$ cat config.mk
export PLATFORM = sky130hd
export DESIGN_NAME = flash_burst_rd
export DESIGN_NICKNAME = d
export VERILOG_FILES = /design/src/rtl/flash_rd_pkg.sv /design/src/rtl/flash_cfg_reg.sv /design/src/rtl/flash_data_array.sv /design/src/rtl/flash_burst_fsm.sv /design/src/rtl/flash_burst_rd.sv
export SDC_FILE = /design/constraint.sdc
export NUM_CORES = 1
export LEC_CHECK = 0
export BUFFER_PORTS_ARGS = -buffer_cell sky130_fd_sc_hd__buf_2
export CAP_MARGIN = 10
export CORE_MARGIN = 3
export CORE_UTILIZATION = 45
export CTS_BUF_LIST = sky130_fd_sc_hd__clkbuf_16
export DETAILED_ROUTE_END_ITERATION = 8
export GPL_TIMING_DRIVEN = 1
export PLACE_DENSITY_LB_ADDON = 0.25
export SYNTH_ARGS = -nofsm -noshare
export SYNTH_HDL_FRONTEND = slang
export SYNTH_SLANG_ARGS = --single-unit
$ cat constraint.sdc
create_clock -name clk -period 6.8 [get_ports clk]
set_clock_uncertainty 0.05 [all_clocks]
set_input_delay 0.34 -clock clk [delete_from_list [all_inputs] [get_ports clk]]
set_output_delay 0.34 -clock clk [all_outputs]
set_load 0.005 [all_outputs]
$ cat src/rtl/flash_rd_pkg.sv
package flash_rd_pkg;

    localparam int CFG_W = 6;

    typedef struct packed {
        logic       wait_hi;
        logic       hold2;
        logic [2:0] lat;
        logic       sync;
    } rd_cfg_t;

    typedef enum logic [1:0] {
        ST_IDLE    = 2'd0,
        ST_LATENCY = 2'd1,
        ST_STREAM  = 2'd2
    } burst_st_t;

    function automatic logic [2:0] eff_latency(input logic [2:0] field);
        return (field < 3'd2) ? 3'd2 : field;
    endfunction

endpackage

$ cat src/rtl/flash_cfg_reg.sv
module flash_cfg_reg
    import flash_rd_pkg::*;
(
    input  logic             clk,
    input  logic             rst_n,
    input  logic             we,
    input  logic [CFG_W-1:0] wdata,
    output rd_cfg_t          cfg
);

    always_ff @(posedge clk or negedge rst_n) begin
        if (!rst_n) begin
            cfg <= '0;
        end else if (we) begin
            cfg <= rd_cfg_t'(wdata);
        end
    end

endmodule

$ cat src/rtl/flash_data_array.sv
module flash_data_array #(
    parameter int ADDR_W = 16,
    parameter int DATA_W = 16,
    parameter int MUL    = 40503,
    parameter int OFS    = 23130
) (
    input  logic [ADDR_W-1:0] rd_addr,
    output logic [DATA_W-1:0] rd_data
);

    localparam int PROD_W = ADDR_W + 32;

    logic [PROD_W-1:0] prod;

    always_comb begin
        prod    = PROD_W'(rd_addr) * PROD_W'(MUL) + PROD_W'(OFS);
        rd_data = prod[DATA_W-1:0];
    end

endmodule

$ cat src/rtl/flash_burst_fsm.sv
module flash_burst_fsm
    import flash_rd_pkg::*;
#(
    parameter int ADDR_W = 16
) (
    input  logic              clk,
    input  logic              rst_n,
    input  logic              ce_n,
    input  logic              adv_n,
    input  logic [ADDR_W-1:0] addr,
    input  rd_cfg_t           cfg,
    output burst_st_t         st,
    output logic [ADDR_W-1:0] burst_addr,
    output logic              data_phase,
    output logic              wait_act
);

    burst_st_t  nxt;
    logic [2:0] lat_cnt;
    logic       hold_cnt;
    logic [2:0] lat_lim;
    logic       latch;
    logic       lat_done;

    always_comb begin
        lat_lim  = eff_latency(cfg.lat);
        latch    = !ce_n && cfg.sync && !adv_n;
        lat_done = (lat_cnt == lat_lim);
    end

    // Next-state logic
    always_comb begin
        nxt = st;
        if (ce_n || !cfg.sync) begin
            nxt = ST_IDLE;
        end else if (latch) begin
            nxt = ST_LATENCY;
        end else begin
            unique case (st)
                ST_IDLE:    nxt = ST_IDLE;
                ST_LATENCY: nxt = lat_done ? ST_STREAM : ST_LATENCY;
                ST_STREAM:  nxt = ST_STREAM;
                default:    nxt = ST_IDLE;
            endcase
        end
    end

    // State register
    always_ff @(posedge clk or negedge rst_n) begin
        if (!rst_n) begin
            st <= ST_IDLE;
        end else begin
            st <= nxt;
        end
    end

    // Burst address and counters
    always_ff @(posedge clk or negedge rst_n) begin
        if (!rst_n) begin
            burst_addr <= '0;
            lat_cnt    <= '0;
            hold_cnt   <= 1'b0;
        end else if (latch) begin
            burst_addr <= addr;
            lat_cnt    <= 3'd1;
            hold_cnt   <= 1'b0;
        end else begin
            unique case (st)
                ST_IDLE: begin
                    lat_cnt  <= '0;
                    hold_cnt <= 1'b0;
                end
                ST_LATENCY: begin
                    if (!lat_done) begin
                        lat_cnt <= lat_cnt + 3'd1;
                    end
                end
                ST_STREAM: begin
                    if (cfg.hold2 && !hold_cnt) begin
                        hold_cnt <= 1'b1;
                    end else begin
                        hold_cnt   <= 1'b0;
                        burst_addr <= burst_addr + 1'b1;
                    end
                end
                default: begin
                    lat_cnt  <= '0;
                    hold_cnt <= 1'b0;
                end
            endcase
        end
    end

    // Outputs
    always_comb begin
        data_phase = 1'b0;
        wait_act   = 1'b0;
        unique case (st)
            ST_IDLE:    ;
            ST_LATENCY: wait_act   = 1'b1;
            ST_STREAM:  data_phase = 1'b1;
            default:    ;
        endcase
    end

endmodule

$ cat src/rtl/flash_burst_rd.sv
module flash_burst_rd
    import flash_rd_pkg::*;
#(
    parameter int ADDR_W = 16,
    parameter int DATA_W = 16
) (
    input  logic              clk,
    input  logic              rst_n,
    input  logic              ce_n,
    input  logic              oe_n,
    input  logic              adv_n,
    input  logic [ADDR_W-1:0] addr,
    input  logic              cfg_we,
    input  logic [5:0]        cfg_data,
    output logic [DATA_W-1:0] dq_o,
    output logic              dq_oe,
    output logic              wait_o
);

    rd_cfg_t           cfg_q;
    burst_st_t         st;
    logic [ADDR_W-1:0] burst_addr;
    logic              data_phase;
    logic              wait_act;
    logic [ADDR_W-1:0] rd_addr;
    logic [DATA_W-1:0] rd_data;
    logic              cfg_wait_hi;

    flash_cfg_reg u_cfg (
        .clk   (clk),
        .rst_n (rst_n),
        .we    (cfg_we),
        .wdata (cfg_data),
        .cfg   (cfg_q)
    );

    flash_burst_fsm #(.ADDR_W(ADDR_W)) u_fsm (
        .clk        (clk),
        .rst_n      (rst_n),
        .ce_n       (ce_n),
        .adv_n      (adv_n),
        .addr       (addr),
        .cfg        (cfg_q),
        .st         (st),
        .burst_addr (burst_addr),
        .data_phase (data_phase),
        .wait_act   (wait_act)
    );

    flash_data_array #(.ADDR_W(ADDR_W), .DATA_W(DATA_W)) u_array (
        .rd_addr (rd_addr),
        .rd_data (rd_data)
    );

    always_comb begin
        cfg_wait_hi = cfg_q.wait_hi;
        rd_addr     = cfg_q.sync ? burst_addr : addr;
        dq_oe       = !ce_n && !oe_n && (cfg_q.sync ? data_phase : 1'b1);
        dq_o        = dq_oe ? rd_data : '0;
        wait_o      = cfg_q.wait_hi ? wait_act : !wait_act;
    end

endmodule

### Yosys cells after proc, flatten, opt, wreduce, memory -nomap -nowiden

Index checks and enable logic that the tools add are counted.

* register bits after elaboration: 28
* input port bits: 28
* output and inout bits: 18
* logic and storage cells: 55

* add/sub/neg operators: 3
* multiply operators: 1
* magnitude comparators: 1
* equal/unequal tests: 7
* multiplexer cells: 20
* reductions and logical operators: 15

Operators by type and width (number)
* $mux W16: 5
* $add A16 B1 Y16 const B: 1
* $add A16 B15 Y16 const B: 1
* $mul A16 B16 Y16 const B: 1
* $mux W3: 3
* $logic_not A1 Y1: 6
* $mux W1: 6
* $mux W2: 3
* $ne A2 B1 Y1 const B: 3
* $pmux W3 S2: 1
* $logic_and A1 B1 Y1: 5
* $pmux W2 S2: 1
* $reduce_and A2 Y1: 2
* $add A3 B1 Y3 const B: 1
* $eq A3 B3 Y1: 1
* $lt A3 B2 Y1 const B: 1
* $ne A3 B2 Y1 const B: 1
* $eq A2 B1 Y1 const B: 1
* $eq A2 B2 Y1 const B: 1
* $pmux W1 S2: 1
* $reduce_bool A2 Y1: 1
* $logic_or A1 B1 Y1: 1

### Depth between registers and ports, before layout

* depth after elaboration: 7
* gate-level depth with buffers: 21
* gate-level depth less buffers: 19

### Hierarchy

A second synthesis with hierarchy kept.

* cells, all modules: 484
* area, all modules: 4783.3 um^2

By module, submodules not included
* flash_data_array: times used 1, cells an instance 274, area an instance 2676.3 um^2, seq. area each 0.0 um^2
* flash_burst_fsm: times used 1, cells an instance 154, area an instance 1377.6 um^2, seq. area each 550.5 um^2
* flash_burst_rd: times used 1, cells an instance 43, area an instance 478.0 um^2, seq. area each 0.0 um^2
* flash_cfg_reg: times used 1, cells an instance 13, area an instance 251.5 um^2, seq. area each 150.1 um^2

### Worst setup path after synthesis

Ideal clock, no wire load.

* path kind: register -> output
* from: register u_cfg.cfg[0] (netlist name)
* to: output dq_o[15]
* arrival: 5283 ps
* required time: 6410 ps
* path slack: 1127 ps
* stages on the path, launching flop included: 21
* path buffers: 2
* path through: dfrtp_1 > buf_6 > clkbuf_1 > mux2_2 > ha_1 > ha_1 > inv_1 > fa_1 > inv_1 > fa_1 > fa_1 > inv_1 > fa_1 > inv_1 > ha_1 > a21oi_1 > o21ai_0 > a21oi_1 > o21ai_0 > or2_2 > mux2i_1

* word-level cells in the longest chain between the ends: 4
* elaborated cells on any way between the ends: 6

Ends and longest elaborated chain
* $mux W16: RTL line flash_burst_rd.sv:57 `rd_addr = cfg_q.sync ? burst_addr : addr;`
* $mul A16 B16 Y16: RTL line flash_data_array.sv:16 `prod = PROD_W'(rd_addr) * PROD_W'(MUL) + PROD_W'(OFS);`
* $add A16 B15 Y16: RTL line flash_data_array.sv:16
* $mux W16 *: RTL line flash_burst_rd.sv:59 `dq_o = dq_oe ? rd_data : '0;`
* end: declaration: RTL line flash_burst_rd.sv:15 `output logic [DATA_W-1:0] dq_o,`

Every way passes the cells marked *; elsewhere a longest branch is shown, timed or not.

### Worst setup path after layout

* from: register u_cfg.cfg[0] (netlist name)
* to: output dq_o[15]

* word-level cells in the longest chain between the ends: 4
* elaborated cells on any way between the ends: 6

Ends and longest elaborated chain (RTL line)
* $mux W16: flash_burst_rd.sv:57
* $mul A16 B16 Y16: flash_data_array.sv:16
* $add A16 B15 Y16: flash_data_array.sv:16
* $mux W16 *: flash_burst_rd.sv:59

Marks and branches as above.

==> reports/summary.json <==
{
  "grt_antenna_before_repair": 0,
  "count_of_clock_tree_sinks": 28,
  "ys_seq_area_share_pct": 15.7,
  "outcome": "complete, no violations",
  "critPathCaptureType": "output pin",
  "die_area_mm2": 0.0112,
  "port_buffers": 45,
  "drt_iter0_markers": 79,
  "hold_path.class": "in2async",
  "clock_pin_slew_reported_for_the_worst_setup_and_hold_paths_after_clock_tree_synthesis_ns": 0.07,
  "unrepaired_setup_endpoints_after_global_routing": "no",
  "final_antenna_net_count": 0,
  "number_of_h_tree_branching_levels": 1,
  "timing.max_cap.violations": 0,
  "grt_overall_usage_pct": 17.3,
  "cts-buffers-inserted": 3,
  "slew_violations": 0,
  "finish.net_count": 663,
  "routed_wire_length_per_instance_um": 14.1,
  "globalplace.congestion": 0.875,
  "place_worst_setup_slack_ns": 0.763,
  "place_hpwl_um": 7930,
  "setup_viol": 0,
  "grt_max_degree": 29,
  "post_route_cells_drive_above_1_share_pct": 14.6,
  "post_synth_inst_count": 470,
  "slew_headroom_pct": 58.1,
  "post-cts-setup-buffer-count": 0,
  "dieHeight_um": 106,
  "wire_length_of_the_first_global_routing_pass_um": 15900,
  "setup_slack_ns": 0.567,
  "syn_area_per_cell_um2": 9.50,
  "finalCritPeriodShare_pct": 91.7,
  "wl_um": 9070,
  "boundaryPins": 46,
  "floorplan.die.width_um": 106,
  "most-common-layout-cells": "inv_1, ha_1, buf_2, fa_1, nand2_1",
  "cts.repair.resized": 0,
  "ctsHoldBuffers": 0,
  "initial_utilization_pct": 47.2,
  "detailroute.via_count": 3217,
  "antenna_cells_inserted": 0,
  "overflow": 0,
  "clk_root_buffer_cell": "clkbuf_16",
  "design.core.area_mm2": 0.00946,
  "synth_area_mm2": 0.00446,
  "syn_nets": 619,
  "tritoncts_clock_tree": "built",
  "timing.final.crit_period_ns": 6.23,
  "worstMarginPinSlew_ns": 0.628,
  "via_per_inst": 5.01,
  "ys_ff_latch": 28,
  "utilization_pct": 51.9,
  "worst_setup_path_start_kind": "register",
  "path_max_fanout": 12,
  "fin_hold_ws_ns": 0.0426,
  "max_clock_freq_ghz": 0.160,
  "firstDrtPassIters": 4,
  "insertion_delay_ns": 0.26,
  "syn2layout_area_growth_pct": 10.1,
  "synth-main-ff-cell": "dfrtp_1",
  "final-hold-violation-count": 0,
  "synthDistinctLibCells": 40,
  "synth_enable_flop_cells": 0,
  "std_cell_rows": 35,
  "required_arrival_time_at_the_worst_endpoint_ns": 6.41,
  "drcViolationCount": 0,
  "fin_tns_setup_ns": 0,
  "synth_async_sr_flop_share_pct": 100,
  "layout_commonest_cell": "inv_1",
  "grt_pass1_vias": 3445,
  "critPathArrivalTime_ns": 5.84,
  "yosys_warnings": 0,
  "cts_buffer_depth": 2,
  "critPathKind": "reg2out"
}
metal layers:
layer / part of all wire (%) / vias to the layer above / global-route usage, % / routed length, um
li1: - / 1617 / - / -
met4: 1.5 / 0 / 3.24 / 134
met2: 48 / 47 / 29.7 / 4310
met1: 49 / 1541 / 24.0 / 4400
met5: 0 / - / 0 / 0
met3: 2.4 / 12 / 1.53 / 219
per-stage QoR:
step | instances | area (um^2)
after global placement | 638 | 4830
after global routing | 642 | 4910
after CTS | 642 | 4910
after detailed placement | 638 | 4830
after floorplan | 470 | 4460
final | 642 | 4910
path summary, 6_finish.rpt:
| check | slack [ns] | depth (start not counted) | to | from |
|---|---|---|---|---|
| worst min register to register | 0.47 | 1 | u_cfg.cfg[4] | u_cfg.cfg[4] |
| worst max register to register | 4.52 | 8 | u_fsm.burst_addr[13] | u_fsm.st[0] |
| max in group asynchronous | 6.25 | 1 | u_cfg.cfg[2] | rst_n |
| min in group clk | 0.24 | 2 | u_fsm.st[0] | adv_n |
| worst min-delay path | 0.04 | 1 | u_fsm.burst_addr[15] | rst_n |
| worst max-delay path | 0.57 | 21 | dq_o[15] | u_cfg.cfg[0] |
cell usage after synthesis, drive strengths merged, types with 3 or more instances:
| cell type | number | share of area, % |
|---|---|---|
| clkbuf | 8 | 0.67 |
| inv | 84 | 7.1 |
| nand2b | 4 | 0.56 |
| nor2 | 18 | 1.5 |
| nand3 | 8 | 0.90 |
| xnor2 | 33 | 6.5 |
| a21o | 11 | 1.8 |
| and2 | 3 | 0.42 |
| nand4 | 5 | 0.70 |
| nand2 | 34 | 2.9 |
| and3 | 3 | 0.42 |
| or2 | 4 | 0.56 |
| dfrtp | 28 | 16 |
| o21ai | 24 | 2.7 |
| nor3b | 3 | 0.62 |
| nor3 | 7 | 0.78 |
| mux2 | 16 | 4.0 |
| a21oi | 13 | 1.5 |
| mux2i | 8 | 2.1 |
| xor2 | 16 | 3.1 |
| fa | 42 | 19 |
| ha | 79 | 22 |
state kept, by name (all words and copies together) (netlist names):
name and cells:
u_fsm.burst_addr 16, u_cfg.cfg 6, u_fsm.lat_cnt 3, u_fsm.st 2, u_fsm.hold_cnt 1
critical path, stage by stage (launching register included):
cell,delay [ns]
dfrtp_1,0.52
buf_4,0.26
mux2_2,0.42
ha_1,0.30
inv_1,0.05
ha_1,0.26
inv_1,0.05
fa_1,0.50
inv_1,0.05
fa_1,0.48
fa_1,0.55
inv_1,0.06
fa_1,0.53
inv_1,0.04
ha_1,0.35
a21oi_1,0.13
o21ai_0,0.15
a21oi_1,0.17
o21ai_0,0.15
or2_2,0.31
mux2i_1,0.12
buf_2,0.13
final cells by class:
| class | instances | area (um^2) |
|---|---|---|
| inverter | 84 | 315 |
| sequential | 28 | 701 |
| clock buffer | 3 | 75.1 |
| fill | 902 | 4550 |
| multi-input combinational | 349 | 3410 |
| tap | 129 | 161 |
| clock inverter | 1 | 3.75 |
| timing repair buffer | 48 | 248 |
kinds of logic after synthesis:
| group | Yosys count | share of synthesized area (%) |
|---|---|---|
| adders and majority gates | 121 | 41.0 |
| AOI/OAI and AO/OA | 60 | 8.63 |
| DFF | 28 | 15.7 |
| muxes | 24 | 6.11 |
| xor gates and xnor gates | 51 | 10.6 |
| and+or+nand+nor | 93 | 9.98 |
| buffers and inverters | 93 | 7.99 |
Power is not shown: default switching activity piles up to over one toggle a cycle in this logic, so the estimate is an artifact.
